==> src/rtl/pit_pkg.sv <==
package pit_pkg;
  localparam int unsigned ADDR_W = 3;

  localparam logic [ADDR_W-1:0] A_PERIOD = 3'd0;
  localparam logic [ADDR_W-1:0] A_STATUS = 3'd1;
  localparam logic [ADDR_W-1:0] A_MSET   = 3'd2;
  localparam logic [ADDR_W-1:0] A_MCLR   = 3'd3;
  localparam logic [ADDR_W-1:0] A_MASK   = 3'd4;
endpackage

==> src/rtl/pit_regs.sv <==
module pit_regs
  import pit_pkg::*;
#(
  parameter int unsigned CNT_W  = 16,
  parameter int unsigned DATA_W = 32
) (
  input  logic              clk_i,
  input  logic              rst_ni,
  input  logic              wr_en_i,
  input  logic [ADDR_W-1:0] wr_addr_i,
  input  logic [DATA_W-1:0] wr_data_i,
  output logic [CNT_W-1:0]  period_o,
  output logic              mask_o,
  output logic              reload_o
);
  logic set_hit, clr_hit;

  assign reload_o = wr_en_i && (wr_addr_i == A_PERIOD);
  assign set_hit  = wr_en_i && (wr_addr_i == A_MSET) && wr_data_i[0];
  assign clr_hit  = wr_en_i && (wr_addr_i == A_MCLR) && wr_data_i[0];

  always_ff @(posedge clk_i or negedge rst_ni) begin
    if (!rst_ni) begin
      period_o <= '0;
      mask_o   <= 1'b0;
    end else begin
      if (reload_o) period_o <= wr_data_i[CNT_W-1:0];
      if (set_hit)      mask_o <= 1'b1;
      else if (clr_hit) mask_o <= 1'b0;
    end
  end
endmodule

==> src/rtl/pit_counter.sv <==
module pit_counter #(
  parameter int unsigned CNT_W = 16
) (
  input  logic             clk_i,
  input  logic             rst_ni,
  input  logic             tick_i,
  input  logic             reload_i,
  input  logic [CNT_W-1:0] load_val_i,
  input  logic [CNT_W-1:0] period_i,
  output logic [CNT_W-1:0] cnt_o,
  output logic             zero_evt_o
);
  // period 0 wraps to all-ones: full 2**CNT_W interval
  assign zero_evt_o = tick_i && (cnt_o == '0) && !reload_i;

  always_ff @(posedge clk_i or negedge rst_ni) begin
    if (!rst_ni)         cnt_o <= '1;
    else if (reload_i)   cnt_o <= load_val_i - CNT_W'(1);
    else if (zero_evt_o) cnt_o <= period_i - CNT_W'(1);
    else if (tick_i)     cnt_o <= cnt_o - CNT_W'(1);
  end
endmodule

==> src/rtl/pit_status.sv <==
module pit_status (
  input  logic clk_i,
  input  logic rst_ni,
  input  logic evt_i,
  input  logic clr_i,
  output logic flag_o
);
  // set wins over clear so a coincident event is kept
  always_ff @(posedge clk_i or negedge rst_ni) begin
    if (!rst_ni)    flag_o <= 1'b0;
    else if (evt_i) flag_o <= 1'b1;
    else if (clr_i) flag_o <= 1'b0;
  end
endmodule

==> src/rtl/pit_timer.sv <==
module pit_timer
  import pit_pkg::*;
#(
  parameter int unsigned CNT_W  = 16,
  parameter int unsigned DATA_W = 32
) (
  input  logic              clk_i,
  input  logic              rst_ni,
  input  logic              tick_i,
  input  logic              wr_en_i,
  input  logic [2:0]        wr_addr_i,
  input  logic [DATA_W-1:0] wr_data_i,
  input  logic              rd_en_i,
  input  logic [2:0]        rd_addr_i,
  output logic [DATA_W-1:0] rd_data_o,
  output logic              irq_o
);
  logic [CNT_W-1:0] period_q, cnt_q;
  logic             mask_q, flag_q, reload, zero_evt, stat_clr;

  assign stat_clr = rd_en_i && (rd_addr_i == A_STATUS);

  pit_regs #(.CNT_W(CNT_W), .DATA_W(DATA_W)) u_regs (
    .clk_i, .rst_ni, .wr_en_i, .wr_addr_i, .wr_data_i,
    .period_o(period_q), .mask_o(mask_q), .reload_o(reload)
  );

  pit_counter #(.CNT_W(CNT_W)) u_cnt (
    .clk_i, .rst_ni, .tick_i, .reload_i(reload),
    .load_val_i(wr_data_i[CNT_W-1:0]), .period_i(period_q),
    .cnt_o(cnt_q), .zero_evt_o(zero_evt)
  );

  pit_status u_stat (
    .clk_i, .rst_ni, .evt_i(zero_evt), .clr_i(stat_clr), .flag_o(flag_q)
  );

  always_comb begin
    rd_data_o = '0;
    unique case (rd_addr_i)
      A_PERIOD: rd_data_o = DATA_W'(period_q);
      A_STATUS: rd_data_o = DATA_W'(flag_q);
      A_MASK:   rd_data_o = DATA_W'(mask_q);
      default:  rd_data_o = '0;
    endcase
  end

  assign irq_o = flag_q & mask_q;
endmodule

==> config.mk <==
export PLATFORM = sky130hd
export DESIGN_NAME = pit_timer
export DESIGN_NICKNAME = d
export VERILOG_FILES = /design/src/rtl/pit_pkg.sv /design/src/rtl/pit_regs.sv /design/src/rtl/pit_counter.sv /design/src/rtl/pit_status.sv /design/src/rtl/pit_timer.sv
export SDC_FILE = /design/constraint.sdc
export NUM_CORES = 1
export LEC_CHECK = 0
export BUFFER_PORTS_ARGS = -buffer_cell sky130_fd_sc_hd__buf_2
export CAP_MARGIN = 0
export CORE_MARGIN = 4
export CORE_UTILIZATION = 45
export CTS_CLUSTER_DIAMETER = 100
export DETAILED_ROUTE_END_ITERATION = 8
export GPL_TIMING_DRIVEN = 0
export PLACE_DENSITY = 0.8
export SLEW_MARGIN = 25
export SYNTH_ARGS = -nofsm -noshare
export SYNTH_HDL_FRONTEND = slang
export SYNTH_SLANG_ARGS = --single-unit
export TNS_END_PERCENT = 30
==> constraint.sdc <==
create_clock -name clk_i -period 7.1 [get_ports clk_i]
set_input_delay 0.71 -clock clk_i [delete_from_list [all_inputs] [get_ports clk_i]]
set_output_delay 0.71 -clock clk_i [all_outputs]
set_load 0.05 [all_outputs]
[Yosys cells after proc, flatten, opt, wreduce, memory -nomap -nowiden]
Cells that the tools add are included.
Storage, ports and cells
  input bits: 43
  bits in latches: 0
  register bits: 34
  memory bits (read-only): 0
  RAM bits: 0
  memories kept: 0
  word-level logic and storage cells: 35
  output and inout port bits: 33
Operators by class
  $mul: 0
  magnitude comparators: 0
  shifts and indexed selects: 0
  $add $sub $neg: 3
  reductions and logical operators: 15
  equality and inequality tests: 4
  divide/modulo/power cells: 0
  muxes and demuxes: 8
  bitwise logic cells: 1
Operators by type and width (number)
  16-bit two-way mux: 3
  16-bit case mux with 3 select lines: 1
  16-bit by 1-bit subtractor with 16-bit output, second input constant: 3
  16-bit logical NOT: 1
  1-bit logical AND: 8
  3-bit by 2-bit == test with 1-bit output, second input constant: 2
  3-bit logical NOT: 2
  1-bit two-way mux: 4
  2-bit nonzero test: 2
  3-bit by 1-bit == test with 1-bit output, second input constant: 1
  3-bit == test, second input constant: 1
  3-bit nonzero test: 1
  1-bit bitwise AND: 1
  1-bit logical NOT: 1

[Longest topological paths before layout]
Gate-level depths: netlist (run 1).
  word-level depth: 6
  depth in mapped cells: 14
  gate-level depth less buffers: 10

[By module]
Synthesis (run 1) repeated with hierarchy kept, for this count alone.
Second synthesis, totals
  cell total of the unflattened synthesis: 264
  area, all modules: 2603.7 um2
By module, submodules not included
  pit_counter: area an instance 1615.3 um2, sequential area each 420.4 um2, times used 1, cells an instance 183
  pit_regs: area an instance 663.1 um2, sequential area each 425.4 um2, times used 1, cells an instance 38
  pit_timer: area an instance 289.0 um2, sequential area each 0.0 um2, times used 1, cells an instance 40
  pit_status: area an instance 36.3 um2, sequential area each 25.0 um2, times used 1, cells an instance 3

[Worst setup path before layout (run 1)]
OpenSTA, ideal clock, no wires.
  path type: input -> register
  from: input port wr_addr_i[1]
  to: register u_cnt.cnt_o[12]
  setup slack: 3.775 ns
  data required time: 7.027 ns
  cell stages on the path: 14
  arrival: 3.252 ns
  buffers on the path: 4
  setup time: 0.073 ns
  cells stage by stage: or4b_1 -> clkbuf_1 -> clkbuf_1 -> clkbuf_1 -> buf_1 -> nand2_1 -> nand2_1 -> a21oi_1 -> ha_1 -> o21a_1 -> a21boi_0 -> nand3_1 -> xnor2_1 -> a21oi_1
On the way
  cells in the longest elaborated chain, start to end: 6
  elaborated cells on any way between the ends: 7
  those cells by class: mux: 2; reduce/logical: 5
Ends and longest elaborated chain
  from (decl): line pit_timer.sv:11  | input logic [2:0] wr_addr_i,
  3-bit logical NOT (*): line pit_regs.sv:18  | assign reload_o = wr_en_i && (wr_addr_i == A_PERIOD);
  1-bit logical AND (*): line pit_regs.sv:18
  1-bit logical NOT: line pit_counter.sv:14  | assign zero_evt_o = tick_i && (cnt_o == '0) && !reload_i;
  1-bit logical AND: line pit_counter.sv:14
  16-bit two-way mux: line pit_counter.sv:19  | else if (zero_evt_o) cnt_o <= period_i - CNT_W'(1);
  16-bit two-way mux: line pit_counter.sv:18  | else if (reload_i) cnt_o <= load_val_i - CNT_W'(1);
  to (signal assigned): line pit_counter.sv:18
  to (signal assigned): line pit_counter.sv:19
  to (signal assigned): line pit_counter.sv:20  | else if (tick_i) cnt_o <= cnt_o - CNT_W'(1);
  to (decl): line pit_counter.sv:10  | output logic [CNT_W-1:0] cnt_o,
Every way passes the cells marked *; elsewhere a longest branch is shown, timed or not.
A chain may end at the register's enable or synchronous reset.

[Worst setup path after layout (run 1)]
  from: input port wr_addr_i[1]
  to: register u_cnt.cnt_o[14]
The elaborated chain is that of the path after synthesis.

==> results of run 1 <==
## cells in the mapped netlist, types with 3 or more instances
library cell  instances  share of area
nand2_1              90           0.13
nor2_1               28          0.042
a21oi_1              25          0.050
dfrtp_1              18           0.18
nor3_1               18          0.036
and2_1               16          0.040
buf_4                16          0.048
dfstp_2              16           0.17
o21ai_0              11          0.022
clkbuf_1             10          0.015
nor4_1                8          0.020
nand3_1               6          0.012
xnor2_1               6          0.021
a211oi_1              5          0.015
a31oi_1               4         0.0099
or3_1                 4         0.0099
a21boi_0              3         0.0089
buf_1                 3         0.0045
mux2i_1               3          0.012
nand4b_1              3          0.010
o41ai_1               3          0.010
or4_1                 3         0.0089
## logic make-up (layout without fill, tap and decap cells)
logic type / after synthesis / in the layout / synth area share
buffers and inverters: 32 / 82 / 0.0721
adder cells (fa/ha/maj): 1 / 1 / 0.00497
AO/OA/AOI/OAI: 65 / 65 / 0.162
flip-flops: 34 / 34 / 0.346
XOR/XNOR: 7 / 7 / 0.0244
other: 1 / 16 / 0.00149
AND/OR/NAND/NOR: 193 / 193 / 0.378
multiplexers: 3 / 3 / 0.0119
## power by group through the flow
stage	Sequential (W)	Combinational (W)	Clock, W
finish	0.000328	0.000240	0.000143
global route	0.000337	0.000271	0.000154
detailed placement	0.000329	0.000238	0
CTS	0.000326	0.000239	0.000145
floorplan	0.000307	0.000191	0
global placement	0.000327	0.000232	0
## sequential cells by signal, indices dropped and copies added (netlist names)
| name | flops |
|---|---|
| u_regs.period_o | 16 |
| u_regs.mask_o | 1 |
| u_cnt.cnt_o | 16 |
| u_stat.flag_o | 1 |
## stage by stage
stage / hold WS (ns) / cell area [um2]
CTS: 0.498 / 2950
floorplan: 0.414 / 2570
detailed placement: 0.486 / 2870
global route: 0.507 / 2950
global placement: 0.477 / 2870
finish: 0.498 / 2950
## worst max-delay path: stages
cell	delay [ns]
buf_2	0.12
or4b_1	0.53
clkbuf_1	0.30
clkbuf_1	0.34
clkbuf_1	0.36
buf_1	0.36
nand2_1	0.16
nand2_1	0.06
a21oi_1	0.17
ha_1	0.28
o21a_1	0.23
a21boi_0	0.30
nand3_1	0.16
xnor2_1	0.17
a21oi_1	0.15
## cell type report
cell class                 instances  area [um2]  area share
buffer                            30         174      0.0589
clock buffer                       8        80.1      0.0271
inverter                           2        7.51     0.00254
multi-input combinational        285        1520       0.515
sequential                        34         871       0.295
tap                               70        87.6      0.0297
timing repair buffer              42         210      0.0712
## path summary, 6_finish.rpt
| kind | start | cells after the start | slack [ns] | endpoint |
|---|---|---|---|---|
| min in group clk_i | u_cnt.cnt_o[0]$_DFFE_PN1P_ | 2 | 0.50 | u_cnt.cnt_o[0]$_DFFE_PN1P_ |
| worst max-delay path | wr_addr_i[1] | 15 | 2.93 | u_cnt.cnt_o[14]$_DFFE_PN1P_ |
| worst min-delay path | rst_ni | 1 | 0.50 | u_regs.period_o[9]$_DFFE_PN0P_ |
| worst max register to register | u_cnt.cnt_o[3]$_DFFE_PN1P_ | 11 | 3.48 | u_cnt.cnt_o[14]$_DFFE_PN1P_ |
| max in group asynchronous | rst_ni | 1 | 6.11 | u_regs.period_o[4]$_DFFE_PN0P_ |
| worst min register to register | u_cnt.cnt_o[0]$_DFFE_PN1P_ | 2 | 0.50 | u_cnt.cnt_o[0]$_DFFE_PN1P_ |
## per-layer routing
metal / up-vias / track usage / part of all wire
met1: 1230 / 0.317 / 0.42
met3: 20 / 0.0562 / 0.11
met4: 0 / 0.0980 / 0.024
met5: - / 0 / 0
li1: 1280 / - / -
met2: 160 / 0.381 / 0.45
==> summary.txt, run 1 <==
drt initial violations: 174
post-CTS sizing: 0
Place WS: 2.73 ns
PwrDens: 241 nW/um2
# IOs: 76
pin count of the biggest net entering global routing: 35
Syn. warnings: 0
Slew headroom: 0.369
clock buffer depth: 2
number of synthesized flops with an enable pin: 0
Final ANT Viol Nets: 0
CTS tree: built
Peak VDD IR: 0.118 mV
WS Path Type: input port to register
placed insts: 463
FP Rows: 26
HP Class: input port to asynchronous set/reset pin
gr usage total: 0.241
crit path DAT: 4.40 ns
end-of-flow core utilization: 0.560
Clk network pwr share: 0.201
Max Fclk: 240 MHz
Int Power: 0.000424 W
Post-Synthesis Cells: 336
setup tns final: 0 ns
initial antenna violation count: 0
drt drc: 0
#FFs+latches synth: 34
Slew @ Worst Pin: 0.939 ns
overall power: 0.000711 W
# clock sinks: 34
CTS Root Cell: clkbuf_8
post-DP HPWL: 5.55 mm
Main synth FF type: dfrtp_1
setup repair after global routing missed its margin: false
layout cell share with drive strength beyond 1: 0.222
die area: 6860 um2
CTS HTree Levels: 2
crit start category: input port
final setup margin: 2.93 ns
cts-stage hold buffer count: 0
Mapped Area: 2520 um2
worst skew pair latency: 0.29 ns
TritonCTS Buffers: 5
# fillers: 544
Final nets: 444
Final Hold Viols: 0
Pleak: 1.40 nW
postcts setup bufs: 0
Placer Congestion: 0.946
Routed wire per std cell: 16.1 um
min Tclk post-route: 4.17 ns
register share of total power: 0.461
Post-Route WL: 7.57 mm
Pre-Repair DR Iteration Count: 5
synth unique cells: 50
Layout area overhead: 17.2%
NetSw: 0.000287 W
Layout Skew: 0.00433 ns
# port buffers: 42
post-DR vias/cell: 5.71
die height: 82.8 um
# diodes: 0
combinational share of power: 0.338
endpoints failing setup: 0
CP required: 7.32 ns
via total after detailed routing: 2690
clock transition at the registers of the reported paths: 0.07 ns
Seq/Total Area, Yosys: 0.346
Max Slew Vio Count: 0
Synth async-reset ratio: 1.00
Setup crit end kind: register
final instance count without filler cells: 471
Final period util: 0.588
max_cap viols: 0
Initial Util: 0.478
Core Footprint: 5270 um2
Die X: 82.8 um
Mean Syn Cell Area: 7.49 um2
vias in the first global route: 2566
crit path max fanout: 10
status: complete, no violations
first-pass GRT wire length: 12.5 mm
most common cell after layout, fill and taps aside: nand2_1
total gr overflow: 0
switching part of the total: 0.403
most frequent cells in the layout: 90 x nand2_1, 43 x buf_2, 28 x nor2_1, 25 x a21oi_1
Power figures use the tool's default switching activity.
==> run 2: changes to the inputs <==
--- a/config.mk
+++ b/config.mk
@@ -5,6 +5,7 @@
 export SDC_FILE = /design/constraint.sdc
 export NUM_CORES = 1
 export LEC_CHECK = 0
+export ABC_AREA = 1
 export BUFFER_PORTS_ARGS = -buffer_cell sky130_fd_sc_hd__buf_2
 export CAP_MARGIN = 0
 export CORE_MARGIN = 4
@@ -12,7 +13,7 @@
 export CTS_CLUSTER_DIAMETER = 100
 export DETAILED_ROUTE_END_ITERATION = 8
 export GPL_TIMING_DRIVEN = 0
-export PLACE_DENSITY = 0.8
+export PLACE_DENSITY = 0.83
 export SLEW_MARGIN = 25
 export SYNTH_ARGS = -nofsm -noshare
 export SYNTH_HDL_FRONTEND = slang
==> constraint.sdc (replaced) <==
create_clock -name clk_i -period 3.4 [get_ports clk_i]
set_input_delay 0.34 -clock clk_i [delete_from_list [all_inputs] [get_ports clk_i]]
set_output_delay 0.34 -clock clk_i [all_outputs]
set_load 0.05 [all_outputs]
==> summary.txt, run 2 <==
status: complete, no violations (unchanged)
Layout Skew: 0.00793 ns (was 0.00433 ns)
endpoints failing setup: 0 (unchanged)
most frequent cells in the layout: 91 x nand2_1, 46 x inv_1, 45 x buf_2, 33 x nor2_1, 27 x o21ai_0 (was 90 x nand2_1, 43 x buf_2, 28 x nor2_1, 25 x a21oi_1)
Synth async-reset ratio: 1.00 (unchanged)
r2r endpoint: u_cnt.cnt_o[12]$_DFFE_PN1P_ (was u_cnt.cnt_o[14]$_DFFE_PN1P_)
switching part of the total: 0.433 (was 0.403)
setup tns final: 0 ns (unchanged)
max_cap viols: 0 (unchanged)
layout cell share with drive strength beyond 1: 0.302 (was 0.222)
Largest regs: u_cnt.cnt_o: 16 flops, u_regs.period_o: 16 flops (unchanged)
Post-Synthesis Cells: 341 (was 336)
post-CTS sizing: 0 (unchanged)
min Tclk post-route: 2.29 ns
Post-Route WL: 5.74 mm (was 7.57 mm)
initial antenna violation count: 0 (unchanged)
Die X: 82.2 um (was 82.8 um)
Setup crit end kind: register (unchanged)
Worst path max stage delay: 0.56 ns (was 0.53 ns)
total gr overflow: 0 (unchanged)
register share of total power: 0.326 (was 0.461)
WS Path Type: register to register (was input port to register)
post-DR vias/cell: 4.79 (was 5.71)
Layout area overhead: 18.8% (was 17.2%)
# fillers: 471 (was 544)
#FFs+latches synth: 34 (unchanged)
placed insts: 469 (was 463)
reg2reg setup slack: 1.11 ns (was 3.48 ns)
overall power: 0.00202 W (was 0.000711 W)
Pleak: 1.57 nW (was 1.40 nW)
# IOs: 76 (unchanged)
first-pass GRT wire length: 9.22 mm (was 12.5 mm)
TritonCTS Buffers: 5 (unchanged)
slowest CP cell: dfstp_2 (was or4b_1)
Syn. warnings: 0 (unchanged)
CP required: 3.63 ns (was 7.32 ns)
Worst Setup SP: u_cnt.cnt_o[11]$_DFFE_PN1P_ (was wr_addr_i[1])
CTS HTree Levels: 2 (unchanged)
CP most frequent cell: nand2_1 (was clkbuf_1)
HP Class: input port to asynchronous set/reset pin (unchanged)
Final Instance Area: 2940 um2 (was 2950 um2)
setup repair after global routing missed its margin: false (unchanged)
area leader, netlist: dfrtp_1 (unchanged)
Buffers & Inverters on Critical Path: 3 (was 5)
clock transition at the registers of the reported paths: 0.07 ns (about the same)
end-of-flow core utilization: 0.565 (was 0.560)
# clock sinks: 34 (unchanged)
# diodes: 0 (unchanged)
Crit path max-delay family: simple AND/OR/NAND/NOR gates (was buffers and inverters)
Final Hold Viols: 0 (unchanged)
gr usage total: 0.177 (was 0.241)
Slew @ Worst Pin: 0.743 ns (was 0.939 ns)
FP Rows: 26 (unchanged)
end of the critical path: u_cnt.cnt_o[12]$_DFFE_PN1P_ (was u_cnt.cnt_o[14]$_DFFE_PN1P_)
Max Slew Vio Count: 0 (unchanged)
Int Power: 0.00115 W (was 0.000424 W)
vias in the first global route: 2003 (was 2566)
post-DP HPWL: 4.52 mm (was 5.55 mm)
Clk network pwr share: 0.182 (was 0.201)
Mean Syn Cell Area: 7.26 um2 (was 7.49 um2)
drt drc: 0 (unchanged)
Seq/Total Area, Yosys: 0.352 (was 0.346)
cts-stage hold buffer count: 0 (unchanged)
Initial Util: 0.475 (was 0.478)
Placer Congestion: 0.918 (was 0.946)
Mapped Area: 2470 um2 (was 2520 um2)
Final nets: 450 (was 444)
critical path depth: 16 (was 15)
number of synthesized flops with an enable pin: 0 (unchanged)
CTS tree: built (unchanged)
crit path DAT: 2.53 ns (was 4.40 ns)
CTS Root Cell: clkbuf_8 (unchanged)
Main synth FF type: dfrtp_1 (unchanged)
clock buffer depth: 2 (unchanged)
worst path cell trace: nor2_1 > nand2_1 > nor2_4 > nand3_4 > buf_12 > o21ai_2 > inv_1 > ha_1 > nand3_1 > nor2_2 > inv_2 > nor2_4 > nand2_1 > nand2_1 > nand3_1 > nand2_1 (was buf_2 > or4b_1 > clkbuf_1 > clkbuf_1 > clkbuf_1 > buf_1 > nand2_1 > nand2_1 > a21oi_1 > ha_1 > o21a_1 > a21boi_0 > nand3_1 > xnor2_1 > a21oi_1)
worst skew pair latency: 0.29 ns (about the same)
crit start category: register (was input port)
Reg area: 871 um2 (unchanged)
Peak VDD IR: 0.227 mV (was 0.118 mV)
# port buffers: 43 (was 42)
most common cell after layout, fill and taps aside: nand2_1 (unchanged)
Core Footprint: 5200 um2 (was 5270 um2)
multi-input logic area: 1270 um2 (was 1520 um2)
post-synth top area share: 0.182 (was 0.179)
Final period util: 0.675
Final ANT Viol Nets: 0 (unchanged)
Max Fclk: 436 MHz
placed inst area: 2830 um2 (was 2870 um2)
FF-to-FF path depth: 16 (was 11)
top cells by area in the synthesized netlist: dfrtp_1 18%, dfstp_2 17%, nand2_1 14%, inv_1 7.0%, o21ai_0 5.5% (was dfrtp_1 18%, dfstp_2 17%, nand2_1 13%, a21oi_1 5.0%, buf_4 4.8%)
PwrDens: 687 nW/um2 (was 241 nW/um2)
FF-to-FF Start: u_cnt.cnt_o[11]$_DFFE_PN1P_ (was u_cnt.cnt_o[3]$_DFFE_PN1P_)
pin count of the biggest net entering global routing: 35 (unchanged)
top post-synthesis cells by count: 91 x nand2_1, 46 x inv_1, 33 x nor2_1 (was 90 x nand2_1, 28 x nor2_1, 25 x a21oi_1)
Routed wire per std cell: 12.0 um (was 16.1 um)
die height: 82.2 um (was 82.8 um)
Pre-Repair DR Iteration Count: 4 (was 5)
postcts setup bufs: 0 (unchanged)
NetSw: 0.000874 W (was 0.000287 W)
final instance count without filler cells: 477 (was 471)
Slew headroom: 0.504 (was 0.369)
combinational share of power: 0.492 (was 0.338)
synth unique cells: 35 (was 50)
via total after detailed routing: 2285 (was 2690)
crit path max fanout: 10 (unchanged)
most instantiated library cell after synthesis: nand2_1 (unchanged)
die area: 6750 um2 (was 6860 um2)
drt initial violations: 164 (was 174)
==> run 2: changes by cell type after synthesis, moves of 6 or more <==
cell      change
nor4_1        -8
a21oi_1      -25
o21ai_1       +6
and2_1       -15
nand3_1      +13
nor3_1       -18
inv_1        +44
o21ai_0      +16
nor2_2        +7
nor2_4        +6
clkbuf_1      -7
o21ai_2       +6
==> run 2: layer usage <==
layer / wire length, um / track usage / share of wire
met5: 0 / 0 / 0
met3: 292 / 0.0239 / 0.051
met1: 2660 / 0.237 / 0.46
met4: 122 / 0.0631 / 0.021
met2: 2670 / 0.291 / 0.46
==> run 2: stage by stage <==
step	setup slack (ns)	hold WS, ns
after floorplan	1.41	0.0444
after global placement	1.15	0.451
after detailed placement	1.10	0.446
after CTS	1.13	0.136
after global routing	0.911	0.181
final	1.11	0.111
==> run 2: final cells by class <==
cell class                      count  share of cell area
Sequential cell                    34               0.296
Inverter                           55              0.0702
Tap cell                           70              0.0298
Clock buffer                        7              0.0260
Timing Repair Buffer               43              0.0732
Multi-Input combinational cell    243               0.432
Clock inverter                      1              0.0102
Buffer                             24              0.0626
==> run 2: worst register-to-register path: cells and delay by family (launching register included) <==
family / cells / cell delay (ns)
compound gates: 1 / 0.08
fa+ha+maj: 1 / 0.16
flops: 1 / 0.56
buf+inv: 3 / 0.30
simple gates: 11 / 1.14
==> run 2: worst min path at each step <==
stage                      start                              end  slack, ns  cells past startpoint
final                     rst_ni   u_regs.period_o[3]$_DFFE_PN0P_       0.11                      1
after global routing      rst_ni   u_regs.period_o[3]$_DFFE_PN0P_       0.18                      1
after CTS                 rst_ni  u_regs.period_o[14]$_DFFE_PN0P_       0.14                      1
after detailed placement  rst_ni  u_regs.period_o[14]$_DFFE_PN0P_       0.45                      1
after global placement    rst_ni  u_regs.period_o[14]$_DFFE_PN0P_       0.45                      1
after floorplan           rst_ni        u_regs.mask_o$_DFFE_PN0P_       0.04                      0
==> run 2: cells by family (layout without fill, tap and decap cells) <==
logic type      Yosys count  in the layout  share of synthesized area
fa+ha+maj                 1              1                    0.00505
flops                    34             34                      0.352
other cells               1             16                    0.00152
compound gates           47             47                      0.129
simple gates            175            175                      0.341
xor+xnor                  4              4                     0.0142
buf+inv                  79            130                      0.158
==> run 2: power by group through the flow <==
stage / combinational, W / clock (W) / sequential [W]
2_1_floorplan: 0.000809 / 0 / 0.000641
3_3_place_gp: 0.000957 / 0 / 0.000658
3_5_place_dp: 0.000978 / 0 / 0.000662
4_1_cts: 0.000988 / 0.000371 / 0.000655
5_1_grt: 0.00111 / 0.000384 / 0.000669
6_report: 0.000993 / 0.000368 / 0.000659
==> run 3: changes to the inputs <==
==> constraint.sdc (replaced) <==
create_clock -name clk_i -period 2 [get_ports clk_i]
set_input_delay 0.2 -clock clk_i [delete_from_list [all_inputs] [get_ports clk_i]]
set_output_delay 0.2 -clock clk_i [all_outputs]
set_load 0.05 [all_outputs]
==> summary.txt, run 3 (synthesis gave the netlist of run 2 again) <==
status: complete, but fails checks (was complete, no violations)
failing checks: setup timing
endpoints failing setup: 4 (was 0)
Max Slew Vio Count: 0 (unchanged)
# fillers: 436 (was 471)
worst skew pair latency: 0.29 ns (about the same)
Layout Skew: 0.00590 ns (was 0.00793 ns)
Buffers & Inverters on Critical Path: 2 (was 3)
drt initial violations: 165 (was 164)
initial antenna violation count: 0 (unchanged)
Final ANT Viol Nets: 0 (unchanged)
CTS HTree Levels: 2 (unchanged)
TritonCTS Buffers: 5 (unchanged)
crit start category: register (unchanged)
Slew headroom: 0.503 (was 0.504)
max_cap viols: 0 (unchanged)
first-pass GRT wire length: 9.83 mm (was 9.22 mm)
min Tclk post-route: 2.06 ns (was 2.29 ns)
post-DR vias/cell: 4.86 (was 4.79)
Routed wire per std cell: 13.2 um (was 12.0 um)
# port buffers: 43 (unchanged)
met2 usage: 0.315 (was 0.291)
Final Hold Viols: 0 (unchanged)
Core Footprint: 5200 um2 (unchanged)
WS Path Type: register to register (unchanged)
CTS Root Cell: clkbuf_8 (unchanged)
die height: 82.2 um (unchanged)
post-DP HPWL: 4.52 mm (unchanged)
Pleak: 1.66 nW (was 1.57 nW)
Setup crit end kind: register (unchanged)
Final nets: 467 (was 450)
CP required: 2.23 ns (was 3.63 ns)
Max Fclk: 486 MHz (was 436 MHz)
global route hottest layer: met2 (unchanged)
# diodes: 0 (unchanged)
Layout area overhead: 27.7% (was 18.8%)
HP Class: input port to register (was input port to asynchronous set/reset pin)
worst path cell trace: nor2_2 > nand2_2 > nor2_4 > nand3_4 > o21ai_1 > inv_2 > ha_2 > nand3_2 > nor2_4 > inv_2 > nor2_4 > nand3_1 > nand3_2 > nand2_1 (was nor2_1 > nand2_1 > nor2_4 > nand3_4 > buf_12 > o21ai_2 > inv_1 > ha_1 > nand3_1 > nor2_2 > inv_2 > nor2_4 > nand2_1 > nand2_1 > nand3_1 > nand2_1)
crit path DAT: 2.28 ns (was 2.53 ns)
most common cell after layout, fill and taps aside: nand2_1 (unchanged)
Peak VDD IR: 0.419 mV (was 0.227 mV)
clock buffer depth: 2 (unchanged)
Final period util: 1.03 (was 0.675)
Worst Hold Margin: 0.105 ns (was 0.111 ns)
PwrDens: 1210 nW/um2 (was 687 nW/um2)
setup repair after global routing missed its margin: true (was false)
CTS tree: built (unchanged)
setup tns final: -0.117 ns (was 0 ns)
final setup margin: -0.0563 ns (was 1.11 ns)
via total after detailed routing: 2399 (was 2285)
CP most frequent cell: nor2_4 (was nand2_1)
Placer Congestion: 0.918 (unchanged)
# clock sinks: 34 (unchanged)
# IOs: 76 (unchanged)
vias in the first global route: 2131 (was 2003)
met3 usage: 0.0304 (was 0.0239)
gr usage total: 0.190 (was 0.177)
Crit path max-delay family: simple AND/OR/NAND/NOR gates (unchanged)
layout cell share with drive strength beyond 1: 0.358 (was 0.302)
clock transition at the registers of the reported paths: 0.07 ns (about the same)
drt drc: 0 (unchanged)
Die X: 82.2 um (unchanged)
slowest CP cell: dfstp_2 (unchanged)
crit path max fanout: 5 (was 10)
met1 Usage GRT: 0.246 (was 0.237)
Pre-Repair DR Iteration Count: 4 (unchanged)
total gr overflow: 0 (unchanged)
FP Rows: 26 (unchanged)
Worst path max stage delay: 0.56 ns (about the same)
overall power: 0.00381 W (was 0.00202 W)
most frequent cells in the layout: 88 x nand2_1, 46 x inv_1, 45 x buf_2, 31 x buf_4, 28 x nor2_1 (was 91 x nand2_1, 46 x inv_1, 45 x buf_2, 33 x nor2_1, 27 x o21ai_0)
Post-Route WL: 6.53 mm (was 5.74 mm)
Place WS: -0.239 ns (was 1.10 ns)
die area: 6750 um2 (unchanged)
pin count of the biggest net entering global routing: 35 (unchanged)
Initial Util: 0.475 (unchanged)
Largest regs: u_cnt.cnt_o: 16 flops, u_regs.period_o: 16 flops (unchanged)
Slew @ Worst Pin: 0.746 ns (was 0.743 ns)
run 3: cell count changes in the layout (fill, tap and decap cells not counted), moves of 3 or more:
cell     change
buf_4       +15
nor2_4       +3
o21ai_0      -4
o21ai_2      -3
o21ai_4      +3
nor2_1       -5
nand2_2      +3
nand3_1      -3
nand2_1      -3
o21ai_1      +4
run 3: metal layers:
layer	vias to the layer above	routed length [um]
met2	105	3080
met1	1085	2790
met5	-	0
li1	1192	-
met3	17	467
met4	0	206
run 3: worst reg2reg max path: stages (launching register included):
cell     delay [ns]
dfstp_2        0.56
nor2_2         0.05
nand2_2        0.10
nor2_4         0.06
nand3_4        0.10
o21ai_1        0.11
inv_2          0.10
ha_2           0.19
nand3_2        0.10
nor2_4         0.14
inv_2          0.06
nor2_4         0.15
nand3_1        0.12
nand3_2        0.09
nand2_1        0.06
run 3: where the power goes:
part / switching, W / internal (W)
clock network: 0.000257 / 0.000373
registers: 0.000129 / 0.000996
logic: 0.00128 / 0.000778
total: 0.00167 / 0.00215
run 3: final cells by class:
class / count / area (um2) / share of cell area
multi-input combinational: 243 / 1350 / 0.428
sequential: 34 / 871 / 0.276
timing repair buffer: 60 / 349 / 0.110
inverter: 55 / 209 / 0.0661
buffer: 24 / 184 / 0.0582
tap: 70 / 87.6 / 0.0277
clock buffer: 7 / 76.3 / 0.0242
clock inverter: 1 / 30.0 / 0.00950
run 3: what timing repair did:
action,in CTS,in global routing
pin swaps,9,10
resized for setup,10,16
endpoints found under the hold margin,3,0
hold buffers,1,0
setup endpoints to repair,6,12
setup buffers,11,5
run 3: metrics by stage:
| stage | util | cells | cell area [um2] |
|---|---|---|---|
| final | 0.607 | 494 | 3160 |
| after global routing | 0.607 | 494 | 3160 |
| after CTS | 0.589 | 489 | 3070 |
| after detailed placement | 0.544 | 469 | 2830 |
| after global placement | 0.544 | 469 | 2830 |
| after floorplan | - | 356 | 2530 |
run 3: path summary, 6_finish.rpt:
| path | cells past startpoint | slack [ns] | to | startpoint |
|---|---|---|---|---|
| setup / recovery | 14 | -0.06 | u_cnt.cnt_o[12]$_DFFE_PN1P_ | u_cnt.cnt_o[13]$_DFFE_PN1P_ |
| hold / removal | 2 | 0.11 | u_regs.mask_o$_DFFE_PN0P_ | wr_addr_i[0] |
| setup reg to reg | 14 | -0.06 | u_cnt.cnt_o[12]$_DFFE_PN1P_ | u_cnt.cnt_o[13]$_DFFE_PN1P_ |
| hold reg to reg | 2 | 0.47 | u_cnt.cnt_o[15]$_DFFE_PN1P_ | u_cnt.cnt_o[15]$_DFFE_PN1P_ |
| max in group asynchronous | 2 | 1.01 | u_regs.period_o[13]$_DFFE_PN0P_ | rst_ni |
| min in group asynchronous | 2 | 0.51 | u_regs.period_o[14]$_DFFE_PN0P_ | rst_ni |
